==> src/rtl/nor_seq_pkg.sv <==
package nor_seq_pkg;

    typedef enum logic [1:0] {
        RM_ARRAY  = 2'd0,
        RM_STATUS = 2'd1,
        RM_IDENT  = 2'd2,
        RM_QUERY  = 2'd3
    } rd_mode_e;

    typedef enum logic [1:0] {
        OP_NONE  = 2'd0,
        OP_PROG  = 2'd1,
        OP_ERASE = 2'd2,
        OP_BUFW  = 2'd3
    } req_op_e;

    typedef enum logic [1:0] {
        CYC_IDLE    = 2'd0,
        CYC_ARG     = 2'd1,
        CYC_DATA    = 2'd2,
        CYC_CONFIRM = 2'd3
    } cyc_e;

    typedef enum logic [3:0] {
        CC_RESET,
        CC_CLRSTAT,
        CC_STATUS,
        CC_IDENT,
        CC_PROG,
        CC_ERASE,
        CC_LOCK,
        CC_QUERY,
        CC_BUFWR,
        CC_BAD
    } cmd_class_e;

    localparam logic [7:0] CMD_NONE     = 8'h00;
    localparam logic [7:0] CMD_PROG_A   = 8'h10;
    localparam logic [7:0] CMD_ERASE    = 8'h20;
    localparam logic [7:0] CMD_ERASE_B  = 8'h28;
    localparam logic [7:0] CMD_PROG_B   = 8'h40;
    localparam logic [7:0] CMD_CLRSTAT  = 8'h50;
    localparam logic [7:0] CMD_LOCK     = 8'h60;
    localparam logic [7:0] CMD_RDSTAT   = 8'h70;
    localparam logic [7:0] CMD_IDENT    = 8'h90;
    localparam logic [7:0] CMD_QUERY    = 8'h98;
    localparam logic [7:0] CMD_CONFIRM  = 8'hD0;
    localparam logic [7:0] CMD_BUFWR    = 8'hE8;
    localparam logic [7:0] CMD_ALT_RST  = 8'hF0;
    localparam logic [7:0] CMD_ARRAY    = 8'hFF;
    localparam logic [7:0] CMD_LOCK_ALT = 8'h01;

    localparam int unsigned ST_READY_BIT = 7;
    localparam int unsigned ST_ERASE_BIT = 5;
    localparam int unsigned ST_PROG_BIT  = 4;

endpackage

==> src/rtl/nor_cmd_decode.sv <==
module nor_cmd_decode
    import nor_seq_pkg::*;
(
    input  logic [7:0]  cmd_byte,
    input  logic [7:0]  cur_cmd,
    output cmd_class_e  cmd_class,
    output rd_mode_e    mode
);

    always_comb begin
        unique case (cmd_byte)
            CMD_NONE, CMD_ALT_RST, CMD_ARRAY: cmd_class = CC_RESET;
            CMD_CLRSTAT:                      cmd_class = CC_CLRSTAT;
            CMD_RDSTAT:                       cmd_class = CC_STATUS;
            CMD_IDENT:                        cmd_class = CC_IDENT;
            CMD_PROG_A, CMD_PROG_B:           cmd_class = CC_PROG;
            CMD_ERASE:                        cmd_class = CC_ERASE;
            CMD_LOCK:                         cmd_class = CC_LOCK;
            CMD_QUERY:                        cmd_class = CC_QUERY;
            CMD_BUFWR:                        cmd_class = CC_BUFWR;
            default:                          cmd_class = CC_BAD;
        endcase
    end

    always_comb begin
        unique case (cur_cmd)
            CMD_PROG_A, CMD_ERASE, CMD_ERASE_B, CMD_PROG_B,
            CMD_CLRSTAT, CMD_LOCK, CMD_RDSTAT, CMD_BUFWR: mode = RM_STATUS;
            CMD_IDENT:                                    mode = RM_IDENT;
            CMD_QUERY:                                    mode = RM_QUERY;
            default:                                      mode = RM_ARRAY;
        endcase
    end

endmodule

==> src/rtl/nor_sector_align.sv <==
module nor_sector_align #(
    parameter int unsigned ADDR_W  = 24,
    parameter int unsigned SHIFT_W = 5
) (
    input  logic [ADDR_W-1:0]  addr,
    input  logic [SHIFT_W-1:0] shift,
    output logic [ADDR_W-1:0]  base
);

    logic [ADDR_W-1:0] keep;

    for (genvar i = 0; i < ADDR_W; i++) begin : g_bit
        assign keep[i] = (i >= int'(shift));
    end

    assign base = addr & keep;

endmodule

==> src/rtl/nor_cmd_seq.sv <==
module nor_cmd_seq
    import nor_seq_pkg::*;
#(
    parameter int unsigned ADDR_W  = 24,
    parameter int unsigned DATA_W  = 16,
    parameter int unsigned COUNT_W = 8,
    localparam int unsigned SHIFT_W = $clog2(ADDR_W) + 1
) (
    input  logic               clk,
    input  logic               rst,
    input  logic               wr_en,
    input  logic [ADDR_W-1:0]  wr_addr,
    input  logic [DATA_W-1:0]  wr_data,
    input  logic               read_only,
    input  logic [SHIFT_W-1:0] sector_shift,
    output logic [1:0]         rd_mode,
    output logic [7:0]         status,
    output logic               req_valid,
    output logic [1:0]         req_op,
    output logic [ADDR_W-1:0]  req_addr,
    output logic [DATA_W-1:0]  req_data
);

    typedef struct packed {
        cyc_e               cyc;
        logic [7:0]         cmd;
        logic [7:0]         status;
        logic [COUNT_W-1:0] count;
        logic               req_valid;
        req_op_e            req_op;
        logic [ADDR_W-1:0]  req_addr;
        logic [DATA_W-1:0]  req_data;
    } seq_state_t;

    seq_state_t state_d, state_q;

    logic [7:0]        byte_in;
    cmd_class_e        cls;
    rd_mode_e          mode;
    logic [ADDR_W-1:0] sector_base;

    assign byte_in = wr_data[7:0];

    nor_cmd_decode u_decode (
        .cmd_byte  (byte_in),
        .cur_cmd   (state_q.cmd),
        .cmd_class (cls),
        .mode      (mode)
    );

    nor_sector_align #(
        .ADDR_W  (ADDR_W),
        .SHIFT_W (SHIFT_W)
    ) u_align (
        .addr  (wr_addr),
        .shift (sector_shift),
        .base  (sector_base)
    );

    always_comb begin
        state_d           = state_q;
        state_d.req_valid = 1'b0;
        state_d.req_op    = OP_NONE;
        state_d.req_addr  = '0;
        state_d.req_data  = '0;

        if (wr_en) begin
            unique case (state_q.cyc)
                CYC_IDLE: begin
                    unique case (cls)
                        CC_RESET: begin
                            state_d.cmd = CMD_NONE;
                        end
                        CC_CLRSTAT: begin
                            state_d.status = '0;
                            state_d.cmd    = CMD_NONE;
                        end
                        CC_STATUS, CC_IDENT: begin
                            state_d.cmd = byte_in;
                        end
                        CC_PROG, CC_LOCK, CC_QUERY: begin
                            state_d.cmd = byte_in;
                            state_d.cyc = CYC_ARG;
                        end
                        CC_ERASE: begin
                            if (read_only) begin
                                state_d.status[ST_ERASE_BIT] = 1'b1;
                            end else begin
                                state_d.req_valid = 1'b1;
                                state_d.req_op    = OP_ERASE;
                                state_d.req_addr  = sector_base;
                                state_d.req_data  = '1;
                            end
                            state_d.status[ST_READY_BIT] = 1'b1;
                            state_d.cmd = byte_in;
                            state_d.cyc = CYC_ARG;
                        end
                        CC_BUFWR: begin
                            state_d.status[ST_READY_BIT] = 1'b1;
                            state_d.cmd = byte_in;
                            state_d.cyc = CYC_ARG;
                        end
                        default: begin
                            state_d.cmd = CMD_NONE;
                        end
                    endcase
                end

                CYC_ARG: begin
                    unique case (state_q.cmd)
                        CMD_PROG_A, CMD_PROG_B: begin
                            if (read_only) begin
                                state_d.status[ST_PROG_BIT] = 1'b1;
                            end else begin
                                state_d.req_valid = 1'b1;
                                state_d.req_op    = OP_PROG;
                                state_d.req_addr  = wr_addr;
                                state_d.req_data  = wr_data;
                            end
                            state_d.status[ST_READY_BIT] = 1'b1;
                            state_d.cyc = CYC_IDLE;
                        end
                        CMD_ERASE, CMD_ERASE_B: begin
                            if (byte_in == CMD_CONFIRM) begin
                                state_d.status[ST_READY_BIT] = 1'b1;
                            end else begin
                                state_d.cmd = CMD_NONE;
                            end
                            state_d.cyc = CYC_IDLE;
                        end
                        CMD_LOCK: begin
                            if (byte_in == CMD_CONFIRM || byte_in == CMD_LOCK_ALT) begin
                                state_d.status[ST_READY_BIT] = 1'b1;
                            end else begin
                                state_d.cmd = CMD_NONE;
                            end
                            state_d.cyc = CYC_IDLE;
                        end
                        CMD_QUERY: begin
                            if (byte_in == CMD_ARRAY) begin
                                state_d.cmd = CMD_NONE;
                                state_d.cyc = CYC_IDLE;
                            end
                        end
                        CMD_BUFWR: begin
                            state_d.count = wr_data[COUNT_W-1:0];
                            state_d.cyc   = CYC_DATA;
                        end
                        default: begin
                            state_d.cmd = CMD_NONE;
                            state_d.cyc = CYC_IDLE;
                        end
                    endcase
                end

                CYC_DATA: begin
                    if (state_q.cmd == CMD_BUFWR) begin
                        if (read_only) begin
                            state_d.status[ST_PROG_BIT] = 1'b1;
                        end else begin
                            state_d.req_valid = 1'b1;
                            state_d.req_op    = OP_BUFW;
                            state_d.req_addr  = wr_addr;
                            state_d.req_data  = wr_data;
                        end
                        state_d.status[ST_READY_BIT] = 1'b1;
                        if (state_q.count == '0) begin
                            state_d.cyc = CYC_CONFIRM;
                        end
                        state_d.count = state_q.count - 1'b1;
                    end else begin
                        state_d.cmd = CMD_NONE;
                        state_d.cyc = CYC_IDLE;
                    end
                end

                default: begin
                    if (state_q.cmd == CMD_BUFWR && byte_in == CMD_CONFIRM) begin
                        state_d.status[ST_READY_BIT] = 1'b1;
                    end else begin
                        state_d.cmd = CMD_NONE;
                    end
                    state_d.cyc = CYC_IDLE;
                end
            endcase
        end
    end

    always_ff @(posedge clk) begin
        if (rst) begin
            state_q <= '0;
        end else begin
            state_q <= state_d;
        end
    end

    assign rd_mode   = mode;
    assign status    = state_q.status;
    assign req_valid = state_q.req_valid;
    assign req_op    = state_q.req_op;
    assign req_addr  = state_q.req_addr;
    assign req_data  = state_q.req_data;

endmodule

==> config.mk <==
export PLATFORM = sky130hd
export DESIGN_NAME = nor_cmd_seq
export DESIGN_NICKNAME = d
export VERILOG_FILES = /design/src/rtl/nor_seq_pkg.sv /design/src/rtl/nor_cmd_decode.sv /design/src/rtl/nor_sector_align.sv /design/src/rtl/nor_cmd_seq.sv
export SDC_FILE = /design/constraint.sdc
export NUM_CORES = 1
export LEC_CHECK = 0
export ABC_AREA = 1
export ABC_CLOCK_PERIOD_IN_PS = 2100
export BUFFER_PORTS_ARGS = -buffer_cell sky130_fd_sc_hd__buf_2
export CAP_MARGIN = 15
export CORE_ASPECT_RATIO = 0.75
export CORE_MARGIN = 2
export CORE_UTILIZATION = 55
export CTS_BUF_LIST = sky130_fd_sc_hd__clkbuf_2
export CTS_CLUSTER_DIAMETER = 120
export DETAILED_ROUTE_END_ITERATION = 16
export GPL_TIMING_DRIVEN = 0
export PLACE_DENSITY = 0.8
export SYNTH_ARGS = -nofsm -noshare
export SYNTH_HDL_FRONTEND = slang
export SYNTH_HIERARCHICAL = 1
export SYNTH_SLANG_ARGS = --single-unit
==> constraint.sdc <==
create_clock -name clk -period 2.1 [get_ports clk]
set_input_delay 0.21 -clock clk [delete_from_list [all_inputs] [get_ports clk]]
set_output_delay 0.21 -clock clk [all_outputs]
set_load 0.005 [all_outputs]
## Yosys cells after proc, flatten, opt, wreduce, memory -nomap -nowiden

Cells that the tools add are included.

- Add/sub/neg operators: 1
- $lt $le $gt $ge: 24
- Bitwise operators: 2
- Reductions and logical operators: 25
- Equality and inequality tests: 50
- Muxes and demuxes: 36

Operator list:

| cell | number |
|---|---|
| 43-bit 2-to-1 mux | 5 |
| 43-bit one-hot mux with 3 select lines | 1 |
| 8-bit == test (second input constant) | 9 |
| 8-bit by 7-bit == test with 1-bit output (second input constant) | 8 |
| 51-bit 2-to-1 mux | 1 |
| 4-bit by 6-bit >= comparator with 1-bit output (first input constant) | 8 |
| 5-bit by 6-bit >= comparator with 1-bit output (first input constant) | 8 |
| 8-bit 2-to-1 mux | 6 |
| 4-bit one-hot mux with 9 select lines | 1 |
| 11-bit one-hot mux with 3 select lines | 1 |
| 8-bit one-hot mux with 4 select lines | 1 |
| 24-bit AND | 1 |
| 8-bit by 6-bit == test with 1-bit output (second input constant) | 3 |
| 3-bit by 6-bit >= comparator with 1-bit output (first input constant) | 4 |
| 3-bit inequality test (second input constant) | 6 |
| 4-bit by 3-bit == test with 1-bit output (second input constant) | 4 |
| 8-bit by 5-bit == test with 1-bit output (second input constant) | 2 |
| 8-bit logical NOT | 2 |
| 8-bit one-hot mux with 2 select lines | 1 |
| 7-bit AND reduction | 2 |
| 1-bit by 6-bit >= comparator with 1-bit output (first input constant) | 2 |
| 2-bit by 6-bit >= comparator with 1-bit output (first input constant) | 2 |
| 2-bit inequality test (second input constant) | 6 |
| 4-bit AND reduction | 3 |
| 31 further kinds | 51 |

- Output and inout bits: 53
- Logic and storage cells: 148
- Bits in registers: 64

## Logic depth before layout (Yosys ltp)

Gate-level depths: netlist (run 1).

- Depth in word-level cells: 7
- Depth in mapped cells: 19
- Mapped depth without buffers: 19

## Cells and area by module

The synthesis (run 1) kept the hierarchy.

By module, submodules not included:

| module | sequential area each (um^2) | times used | area an instance (um^2) | cells each |
|---|---|---|---|---|
| nor_cmd_seq | 1281.2 | 1 | 3418.3 | 447 |
| nor_cmd_decode | 0.0 | 1 | 339.1 | 79 |
| nor_sector_align | 0.0 | 1 | 326.6 | 66 |

## Least setup slack after synthesis (run 1)

Ideal clock, no wire load.

- Path kind: input-to-reg
- Start point: in wr_data[3]
- End point: reg state_q (netlist bit req_addr[10])
- Required time: 2.039 ns
- Data arrival time: 1.759 ns
- Stages: 12
- Slack: 0.281 ns
- Setup time: 0.061 ns
- Path through: nor2_2 nand2_2 inv_2 nand3_1 and3_1 nand2_1 inv_1 nor2_1 nand3_1 nor3_2 clkbuf_1 a32o_1

- Cells in the longest elaborated chain, start to end: 6
- Elaborated cells between the ends (all ways): 18

Ends and longest elaborated chain:

| element | line | text |
|---|---|---|
| start: declaration | nor_cmd_seq.sv:13 | `input logic [DATA_W-1:0] wr_data,` |
| 8-bit == test (tied with other cells) | nor_cmd_decode.sv:11 | `unique case (cmd_byte)` |
| 3-bit OR reduction or 2-bit OR reduction (tied branches) | nor_cmd_decode.sv:11 |  |
| 4-bit one-hot mux with 9 select lines * | nor_cmd_decode.sv:11 |  |
| via cls[0] | nor_cmd_seq.sv:38 | `cmd_class_e cls;` |
| 4-bit by 3-bit == test with 1-bit output * | nor_cmd_seq.sv:70 | `unique case (cls)` |
| 43-bit 2-to-1 mux * | nor_cmd_seq.sv:70 |  |
| 43-bit one-hot mux with 3 select lines * | nor_cmd_seq.sv:68 | `unique case (state_q.cyc)` |
| end signal: assignment | nor_cmd_seq.sv:193 | `state_q <= state_d;` |
| end: declaration | nor_cmd_seq.sv:35 | `seq_state_t state_d, state_q;` |

Mark *: on every way through the listed nets, which the timed path passes. The rest lies on a longest branch.
A chain may end at the register's enable or synchronous reset.

## Worst setup path after layout (run 1)

- Start point: reg state_q[67] (netlist bit)
- End point: reg state_q (netlist bit req_addr[22])

- Cells in the longest elaborated chain, start to end: 2
- Elaborated cells between the ends (all ways): 4

Ends and longest elaborated chain:

| element | line |
|---|---|
| 2-bit == test (tied with other cells) | nor_cmd_seq.sv:68 |
| 43-bit one-hot mux with 3 select lines * | nor_cmd_seq.sv:68 |

Mark *: on every way between the ends. The rest lies on a longest branch, timed or not.

==> results of run 1 <==
==> path summary, 6_finish.rpt <==
check | endpoint | slack [ns] | cells after the start
hold reg to reg | status[5] | 0.52 | 2
setup / recovery | req_addr[22] | 0.13 | 6
hold / removal | state_q[45] | 0.03 | 3
setup reg to reg | req_addr[22] | 0.13 | 6
==> critical path, delay by kind of cell (launching register included) <==
family,cells,cell delay [ns]
fa+ha+maj,1,0.30
compound gates,1,0.15
simple gates,3,0.90
buf+inv,1,0.18
flops,1,0.36
==> synth_stat cells (all sizes together) <==
cell type	number	area (µm²)
nor3	7	51.3
nor3b	2	20.0
o211ai	1	7.51
inv	86	325
nand3	35	203
o21a	2	15.0
o22ai	2	12.5
dfxtp	64	1280
ha	6	75.1
a31oi	1	6.26
clkbuf	6	22.5
nand2	113	459
o21ai	39	203
nor2	96	423
nand3b	1	7.51
o211a	2	20.0
a21oi	25	125
and3	1	6.26
a21boi	5	37.5
nand4	13	81.3
a211oi	1	7.51
buf	57	435
conb	1	3.75
a32o	24	240
a221oi	1	8.76
and2	1	6.26
==> logic make-up after synthesis <==
logic type               count (synthesis)
adder cells (fa/ha/maj)                  6
buffers and inverters                  149
other                                    1
AO/OA/AOI/OAI                          103
flip-flops                              64
AND/OR/NAND/NOR                        269
==> power by group through the flow <==
stage          registers (mW)  clock network (mW)  logic (mW)
2_1_floorplan            1.28                   0       0.291
3_3_place_gp             1.28                   0       0.430
3_5_place_dp             1.28                   0       0.439
4_1_cts                  1.26               0.638       0.490
5_1_grt                  1.26               0.677       0.566
6_report                 1.26               0.621       0.508
==> final cells by class <==
type | instances | area [µm²]
buffer | 63 | 459
clock buffer | 9 | 45.0
clock inverter | 6 | 37.5
fill | 606 | 2110
inverter | 86 | 325
multi-input combinational | 383 | 2050
sequential | 64 | 1280
tap | 101 | 126
timing repair buffer | 131 | 826
==> sequential cells by signal, summed over array words and instances (netlist names) <==
register / flops
req_addr: 24
state_q: 18
req_data: 16
status: 3
req_op: 2
req_valid: 1
==> repair_timing <==
action | CTS | global route
hold endpoints to repair | 34 | 0
hold buffers | 33 | 0
setup endpoints to repair | 0 | 43
resized for setup | 0 | 8
setup buffers | 0 | 1
==> layer usage <==
| layer | wire [µm] | up-vias |
|---|---|---|
| met4 | 281 | 0 |
| met3 | 1020 | 36 |
| li1 | - | 2167 |
| met2 | 4830 | 232 |
| met5 | 0 | - |
| met1 | 5240 | 1911 |
==> stage by stage <==
step           cell area, µm²  power (mW)  setup TNS (ns)
2_1_floorplan            4100        1.57               0
3_3_place_gp             4710        1.71          -12.13
3_5_place_dp             4710        1.72          -15.75
4_1_cts                  5120        2.38               0
5_1_grt                  5150        2.50          -0.139
6_report                 5150        2.39               0
==> impl_metrics.csv, run 1 <==
group,metric,value,unit
worst_hold_path,hold_path_class,"primary input to register",
sta,fin_crit_sh,94.0,%
detailed_routing,viasPerCell,5.16,
flow_run,drv_cap,0,
place,hpwl,7810,µm
pwr,power.switching,0.807,mW
pwr,ir_worst_vdd,280,µV
global_routing,grt_pass1_vias,3981,
place,routabilityCongestion,0.869,
floorplan,dieArea,0.00814,mm²
run_status,status,"finished, final reports clean",
floorplan,rows,27,
sta,period_minus_slack,1.97,ns
critical_path,crit_chain,"ha_1, nor3_4, nand4_1, nand2_2, buf_6, a32o_1",
global_routing,grt_use_total,28.3,%
global_routing,use_met1,38.6,%
sta,max-slew-margin-rel,66.9,%
sta,fmax,507,MHz
sta,hold_viol,0,
pwr,internal_power,1.58,mW
critical_path,cp-start-kind,"register",
place,numPortBuffers,97,
final_layout,nets,794,
final_layout,layout-drive-gt1-share,29.0,%
cts,cts_buffer_depth,2,
critical_path,rr_startpoint,"state_q[67]",
cts,clock_latency,0.51,ns
critical_path,cp_max_fo,10,
detailed_routing,drt_iter0_markers,440,
floorplan,start_util,56.2,%
final_layout,finalNonFillerCells,843,
synthesis,synth-simple-area-share,30.8,%
floorplan,fp.coreArea,0.00726,mm²
synthesis,muxShareOfSynthArea,0,%
cts,cts_buffers,9,
sta,skew,0.0446,ns
pwr,switching_share,33.8,%
floorplan,die_w,104,µm
critical_path,slowest_delay,0.38,ns
sta,finalSetupViolations,0,
critical_path,criticalPathCategory,"register to register",
global_routing,use_met3,6.73,%
synthesis,syn_inst,592,
synthesis,synth_warnings,6,
pwr,p_leak,2.81,nW
synthesis,synth_top_family_by_area,"simple AND/OR/NAND/NOR gates",
final_layout,area_growth_syn_to_layout,26.2,%
cts,clk_pin_slew,0.20,ns
synthesis,ys_seq_area_share,31.4,%
final_layout,utilization,70.9,%
sta,final_max_slew_viol_count,0,
sta,worstMarginPinSlew,0.493,ns
floorplan,fp.dieH,78.6,µm
final_layout,final_cell_mix,"nand2_1 (102), buf_2 (99), inv_1 (81), nor2_1 (78), dfxtp_1 (63)",
detailed_routing,wl_per_cell,13.5,µm
synthesis,syn_area,0.00408,mm²
synthesis,synth.avg_cell_area,6.90,µm²
place,place_ws,-0.430,ns
synthesis,synthXorXnorAreaFrac,0,%
final_layout,final_common_cell,"nand2_1",
floorplan,ios,103,
place,post-place-cells,794,
sta,holdWs,0.0341,ns
synthesis,synth_compound_area_share,16.7,%
synthesis,yosysUniqueCellTypes,41,
synthesis,synth_fa_ha_area_share,1.84,%
pwr,p_comb_share,21.3,%
worst_hold_path,hp-start,"wr_data[2]",
cts,cts_root_buf,"clkbuf_2",
detailed_routing,drt.antenna.violating_nets,0,
synthesis,ys_ff_latch,64,
global_routing,top_usage_layer,"met2",
pwr,power_density,463,mW/mm²
critical_path,critPathRequiredTime,2.52,ns
cts,clkSinkCount,64,
global_routing,grt_util_met2,43.3,%
critical_path,crit_arrival,2.39,ns
detailed_routing,routed_wl,11400,µm
critical_path,worst_setup_path_end_kind,"register",
sta,setup_slack,0.127,ns
cts,htreeDepth,3,
pwr,seq_power_share,52.7,%
global_routing,gr-total-overflow,0,
cts,cts_tree,"yes",
critical_path,slowest_stage,"nor3_4",
global_routing,grt_first_pass_wirelength,18800,µm
detailed_routing,first_pass_iters,8,
detailed_routing,drc,0,
global_routing,antenna_found_initial,0,
detailed_routing,num_vias,4346,
final_layout,n_antenna_cell,0,
critical_path,crit_start,"state_q[67]",
pwr,pwr-share-clk,26.0,%
global_routing,grt_max_degree,12,
No activity file was read; power rests on OpenSTA's default activity.
==> inputs of run 2 (changes only) <==
- ABC_AREA: 1 -> default
- PLACE_DENSITY: 0.8 -> 0.81
==> run 2 against run 1 <==
  * The run now ends with setup timing left
  * Largest cell class unchanged
  * Count of clock-buffer cells in the layout unchanged
  * Sequential share of layout area down 1.0 points
  * Critical path depth up 4
  * Synthesized area down 2.8%
  * Highest routed layer unchanged
  * Hold slack about the same
  * Largest power group unchanged
  * Sequential power down 3%
  * Power up 5.2%
==> impl_metrics.csv, run 2 <==
group,metric,value,unit
detailed_routing,drt.antenna.violating_nets,0,
final_layout,nets,679,
synthesis,synth-edff-count,0,
critical_path,rr_startpoint,"state_q[65]",
worst_hold_path,hold_depth,3,
critical_path,reg2reg_slack,-0.06,ns
worst_hold_path,hp-start,"rst",
cts,cts_tree,"yes",
synthesis,synth_commonest_cells,"dfxtp_1 (64), buf_4 (53), nand2_1 (35), a22o_1 (24), o21ai_0 (21)",
synthesis,synthArstFlopShare,0,%
final_layout,area_growth_syn_to_layout,36.0,%
floorplan,die_w,102,µm
pwr,ir_worst_vdd,405,µV
cts,cts_buffers,9,
cts,htreeDepth,3,
synthesis,syn_inst,465,
final_layout,n_antenna_cell,0,
sta,finalSetupViolations,19,
cts,cts_root_buf,"clkbuf_2",
detailed_routing,top_layer,"met4",
pwr,switching_share,28.1,%
flow_run,drv_cap,0,
pwr,pwr-share-clk,36.8,%
run_status,violations,"setup timing",
final_layout,largest_reg_flops,24,
critical_path,crit_top_cell,"o22ai_2",
cts,clkSinkCount,64,
synthesis,ys_seq_area_share,32.3,%
critical_path,r2r_cells,6,
final_layout,final_cell_mix,"buf_2 (94), buf_4 (66), dfxtp_1 (58), dlygate4sd3_1 (39), nand2_1 (35)",
global_routing,gr-total-overflow,0,
detailed_routing,first_pass_iters,5,
detailed_routing,viasPerCell,5.81,
detailed_routing,num_vias,4216,
synthesis,netlist_top_cells_area,"dfxtp_1 (32%), buf_4 (10%), a22o_1 (5.3%)",
critical_path,cp_top_family,"simple AND/OR/NAND/NOR gates",
critical_path,crit_arrival,2.63,ns
floorplan,dieArea,0.00792,mm²
critical_path,slowest_stage,"or3b_2",
sta,hold_viol,0,
floorplan,ios,103,
detailed_routing,wl_met2,5480,µm
sta,final_max_slew_viol_count,0,
global_routing,grt_first_pass_wirelength,18700,µm
sta,rsz0062_at_grt,"true",
place,hpwl,7750,µm
critical_path,crit_chain,"buf_2, or3_4, o22ai_2, and2_4, o22ai_2, or3b_2, a31oi_2, o311ai_1, nor3_2, mux2_2",
final_layout,layout-drive-gt1-share,37.7,%
place,place_ws,-0.953,ns
synthesis,synth_ff_type,"dfxtp_1",
pwr,p_leak,2.50,nW
critical_path,criticalPathCategory,"primary input to register",
sta,period_minus_slack,2.20,ns
floorplan,fp.coreArea,0.00690,mm²
sta,setup_slack,-0.0970,ns
sta,worstMarginPinSlew,0.608,ns
global_routing,grt_max_degree,18,
global_routing,grt_use_total,30.4,%
detailed_routing,drt_iter0_markers,356,
critical_path,cp_max_fo,5,
run_status,status,"complete, but fails checks",
sta,skew,0.0215,ns
sta,max-slew-margin-rel,58.9,%
cts,cts_buffer_depth,2,
floorplan,rows,26,
final_layout,final_common_cell,"buf_2",
cts,clock_latency,0.51,ns
synthesis,yosysMostFrequentCell,"dfxtp_1",
place,numPortBuffers,95,
detailed_routing,routed_wl,12300,µm
critical_path,cp-start-kind,"primary input",
critical_path,critPathRequiredTime,2.53,ns
synthesis,yosysUniqueCellTypes,67,
synthesis,synth_top_area_share,32.3,%
sta,fmax,455,MHz
worst_hold_path,min_to,"state_q[61]",
detailed_routing,wl_met3,1130,µm
global_routing,antenna_found_initial,0,
critical_path,worst_setup_path_end_kind,"register",
detailed_routing,drc,0,
synthesis,yosysTopAreaCell,"dfxtp_1",
pwr,power.switching,0.705,mW
critical_path,slowest_delay,0.52,ns
worst_hold_path,hold_path_class,"primary input to register",
floorplan,fp.dieH,77.6,µm
synthesis,ys_ff_latch,64,
pwr,internal_power,1.80,mW
floorplan,start_util,57.5,%
pwr,power_density,465,mW/mm²
pwr,seq_power_share,48.7,%
place,routabilityCongestion,0.950,
critical_path,worst_r2r_endpoint,"status[7]",
sta,tns,-0.529,ns
detailed_routing,wl_met1,5360,µm
synthesis,synth.avg_cell_area,8.53,µm²
global_routing,grt_pass1_vias,3805,
critical_path,critPathBufInv,1,
detailed_routing,wl_per_cell,17.0,µm
synthesis,syn_area,0.00397,mm²
synthesis,synth_warnings,6,
cts,clk_pin_slew,0.21,ns
sta,fin_crit_sh,105,%
pwr,p_comb_share,14.5,%
pwr,power,2.51,mW
==> run 2: cell count changes in the layout (fill, tap and decap cells not counted), sizes merged, moves of 9 or more <==
cell,before,now
mux2i,0,9
a32o,24,1
buf,154,169
nand2b,0,12
and3,1,17
o21a,2,17
a22o,0,24
nand2,113,35
o21ai,39,23
nor2,96,17
nand3,35,9
inv,86,17
==> run 2: through the flow <==
stage	utilization [%]	cells	hold slack, ns	instance area, µm²
global route	78.2	726	0.00422	5400
detailed placement	67.1	662	0.425	4630
finish	78.2	726	0.0342	5400
global placement	67.1	662	0.422	4630
CTS	77.4	725	0.00677	5340
floorplan	-	469	0.334	4030
==> run 2: cell type report <==
class | instances | area (µm²)
fillers | 465 | 1500
plain buffers | 73 | 572
repair buffers | 146 | 967
clock inverters | 7 | 103
clock buffers | 9 | 45.0
well taps | 98 | 123
flip-flops and latches | 64 | 1290
multi-input cells | 314 | 2240
inverters | 15 | 58.8
==> run 2: cells by family after synthesis <==
group	count (synthesis)	synth area share, %
xor+xnor	3	0.662
other cells	1	0.0945
compound gates	130	24.1
buf+inv	91	15.1
flops	64	32.3
fa+ha+maj	6	1.89
simple gates	160	23.3
mux	10	2.55
==> run 2: routing by layer <==
layer / track usage, % / vias up
met2: 46.9 / 242
met1: 40.5 / 1973
li1: - / 1960
met3: 8.83 / 41
met4: 10.9 / 0
met5: 0 / -
==> run 2: timing repair <==
| action | in CTS | in global routing |
|---|---|---|
| pin swaps | 12 | 7 |
| hold endpoints to repair | 42 | 0 |
| setup buffers | 11 | 1 |
| endpoints found under the setup margin | 53 | 43 |
| hold buffers | 39 | 0 |
| gates resized for setup | 31 | 18 |
==> run 2: power by group through the flow <==
| stage | logic (mW) | clock network (mW) | registers (mW) |
|---|---|---|---|
| after floorplan | 0.150 | 0 | 1.25 |
| after global placement | 0.257 | 0 | 1.25 |
| after detailed placement | 0.262 | 0 | 1.25 |
| after CTS | 0.339 | 0.929 | 1.22 |
| after global routing | 0.385 | 0.983 | 1.22 |
| final | 0.363 | 0.923 | 1.22 |
==> run 2: worst max-delay path by stage <==
stage	from	to	cells past startpoint
floorplan	wr_data[2]	req_data[10]	14
global placement	wr_data[4]	status[7]	11
detailed placement	wr_data[4]	status[7]	11
CTS	state_q[67]	req_addr[0]	7
global route	state_q[61]	status[7]	5
finish	wr_data[2]	status[7]	10
==> run 2: worst min-delay path, stage by stage <==
cell	delay, ns
buf_2	0.14
nand2b_1	0.12
mux2i_1	0.06
==> inputs of run 3 (changes only) <==
==> constraint.sdc (replaced) <==
create_clock -name clk -period 2.1 [get_ports clk]
set_input_delay 0.42 -clock clk [delete_from_list [all_inputs] [get_ports clk]]
set_output_delay 0.42 -clock clk [all_outputs]
set_load 0.005 [all_outputs]
==> run 3 against run 2 <==
  * The run still ends with setup timing left
  * Global-route usage shrank 2.7 points
  * Power down 1.0%
  * Routed wire length shrank 3.9%
  * Die area is the same
  * Register-to-register slack better by 0.03 ns
  * Clock power barely moved
  * Final cell count fell by 2.9%
  * Sequential power about the same
  * First-iteration DRC count up 18%
  * Combinational power decreased by 6.1%
  * Clock skew up 0.0088 ns
  * Maximum frequency fell by 1.0%
  * Critical endpoint unchanged
  * Largest power group unchanged
==> impl_metrics.csv, run 3 (synthesis results as in run 2) <==
group,metric,value,unit
detailed_routing,drt_iter0_markers,419,
global_routing,grt_use_total,27.7,%
final_layout,final_area,0.00526,mm²
detailed_routing,viasPerCell,5.78,
sta,max-slew-margin-rel,59.4,%
worst_hold_path,hold_path_class,"primary input to register",
cts,cts_tree,"yes",
pwr,pwr-share-clk,37.2,%
floorplan,rows,26,
critical_path,slowest_delay,0.44,ns
cts,cts_root_buf,"clkbuf_2",
sta,final_max_slew_viol_count,0,
final_layout,final_cell_mix,"buf_2 (90), buf_4 (80), dfxtp_1 (56), nand2_1 (35), a22o_1 (24)",
final_layout,final_common_cell,"buf_2",
cts,clk_pin_slew,0.21,ns
critical_path,critPathRequiredTime,2.55,ns
floorplan,fp.dieH,77.6,µm
critical_path,slowest_stage,"or3b_4",
final_layout,fill_cells,499,
place,routabilityCongestion,0.950,
floorplan,start_util,57.5,%
cts,clkSinkCount,64,
run_status,status,"complete, but fails checks",
critical_path,crit_arrival,2.67,ns
cts,cts_buffers,9,
final_layout,utilization,76.3,%
pwr,power.switching,0.700,mW
detailed_routing,drc,0,
sta,hold_viol,0,
final_layout,area_growth_syn_to_layout,32.6,%
final_layout,nets,658,
flow_run,drv_cap,0,
detailed_routing,num_vias,4076,
sta,fin_crit_sh,106,%
global_routing,grt_first_pass_wirelength,17200,µm
pwr,p_comb_share,13.7,%
detailed_routing,first_pass_iters,5,
sta,worstMarginPinSlew,0.603,ns
sta,rsz0062_at_grt,"true",
place,numPortBuffers,95,
cts,cts_hold_buf,0,
final_layout,layout-drive-gt1-share,43.7,%
sta,period_minus_slack,2.22,ns
sta,finalSetupViolations,27,
global_routing,gr-total-overflow,0,
critical_path,cp-start-kind,"primary input",
run_status,violations,"setup timing",
pwr,internal_power,1.78,mW
floorplan,dieArea,0.00792,mm²
place,hpwl,7750,µm
place,post-place-cells,662,
floorplan,fp.coreArea,0.00690,mm²
detailed_routing,drt.antenna.violating_nets,0,
critical_path,cp_max_fo,8,
cts,cts_buffer_depth,2,
sta,setup_slack,-0.120,ns
floorplan,die_w,102,µm
critical_path,worst_setup_path_end_kind,"register",
global_routing,antenna_found_initial,0,
pwr,ir_worst_vdd,398,µV
final_layout,n_antenna_cell,0,
pwr,power_density,472,mW/mm²
global_routing,grt_pass1_vias,3521,
detailed_routing,routed_wl,11800,µm
cts,htreeDepth,3,
sta,skew,0.0302,ns
global_routing,grt_max_degree,14,
critical_path,criticalPathCategory,"primary input to register",
pwr,switching_share,28.2,%
pwr,p_leak,2.46,nW
cts,clock_latency,0.52,ns
place,placed_area,0.00463,mm²
sta,holdWs,0.0878,ns
pwr,seq_power_share,49.1,%
detailed_routing,wl_per_cell,16.8,µm
final_layout,largest_reg_flops,24,
final_layout,finalNonFillerCells,705,
sta,fmax,451,MHz
floorplan,ios,103,
critical_path,crit_chain,"buf_4, buf_6, inv_2, o21ai_2, a221oi_2, a31oi_2, or3b_4, a31oi_4, o311ai_2, nor3_2, mux2_4",
[run 3: worst paths after layout]
check               from           end  slack, ns  cells past startpoint
max           wr_data[4]     status[7]      -0.12                     11
min          wr_data[13]  req_data[13]       0.09                      2
max reg2reg  state_q[63]     status[7]      -0.03                      6
min reg2reg  state_q[48]   state_q[48]       0.49                      2
[run 3: area by class of cell]
cell class                      instances  area, µm²  share of cell area (%)
Clock inverter                          7        103                    1.95
Tap cell                               98        123                    2.33
Multi-Input combinational cell        314       2290                    43.5
Inverter                               15       60.1                    1.14
Sequential cell                        64       1300                    24.7
Buffer                                 72        558                    10.6
Clock buffer                            9       45.0                   0.856
Timing Repair Buffer                  126        785                    14.9
[run 3: power by group through the flow]
| stage | sequential, mW | combinational (mW) | clock (mW) |
|---|---|---|---|
| after global routing | 1.22 | 0.361 | 0.985 |
| after global placement | 1.25 | 0.257 | 0 |
| after detailed placement | 1.25 | 0.262 | 0 |
| after floorplan | 1.25 | 0.150 | 0 |
| after CTS | 1.22 | 0.284 | 0.929 |
| final | 1.22 | 0.341 | 0.923 |
[run 3: repair_timing]
item / CTS / global route
endpoints found under the hold margin: 0 / 0
setup buffers: 8 / 19
resized for setup: 41 / 47
gates cloned: 2 / 2
endpoints found under the setup margin: 61 / 43
pin swaps: 10 / 18
[run 3: stage by stage]
step / TNS, ns / setup slack [ns] / power, mW
after global placement: -45.79 / -1.09 / 1.50
after CTS: -0.160 / -0.102 / 2.44
after detailed placement: -49.86 / -1.16 / 1.51
after floorplan: -22.66 / -0.617 / 1.40
after global routing: -0.860 / -0.0825 / 2.57
final: -0.835 / -0.120 / 2.48
[run 3: per-layer routing]
| layer | global-route usage, % | up-vias | share of wire, % | routed length (µm) |
|---|---|---|---|---|
| li1 | - | 1927 | - | - |
| met1 | 39.4 | 1896 | 45 | 5280 |
| met2 | 40.5 | 232 | 44 | 5180 |
| met3 | 7.30 | 21 | 9.7 | 1140 |
| met4 | 9.73 | 0 | 1.9 | 225 |
| met5 | 0 | - | 0 | 0 |
[run 3: critical path, delay by kind of cell]
family / cells / cell delay (ns)
compound gates: 5 / 0.81
simple gates: 2 / 0.70
buf+inv: 3 / 0.40
mux: 1 / 0.33
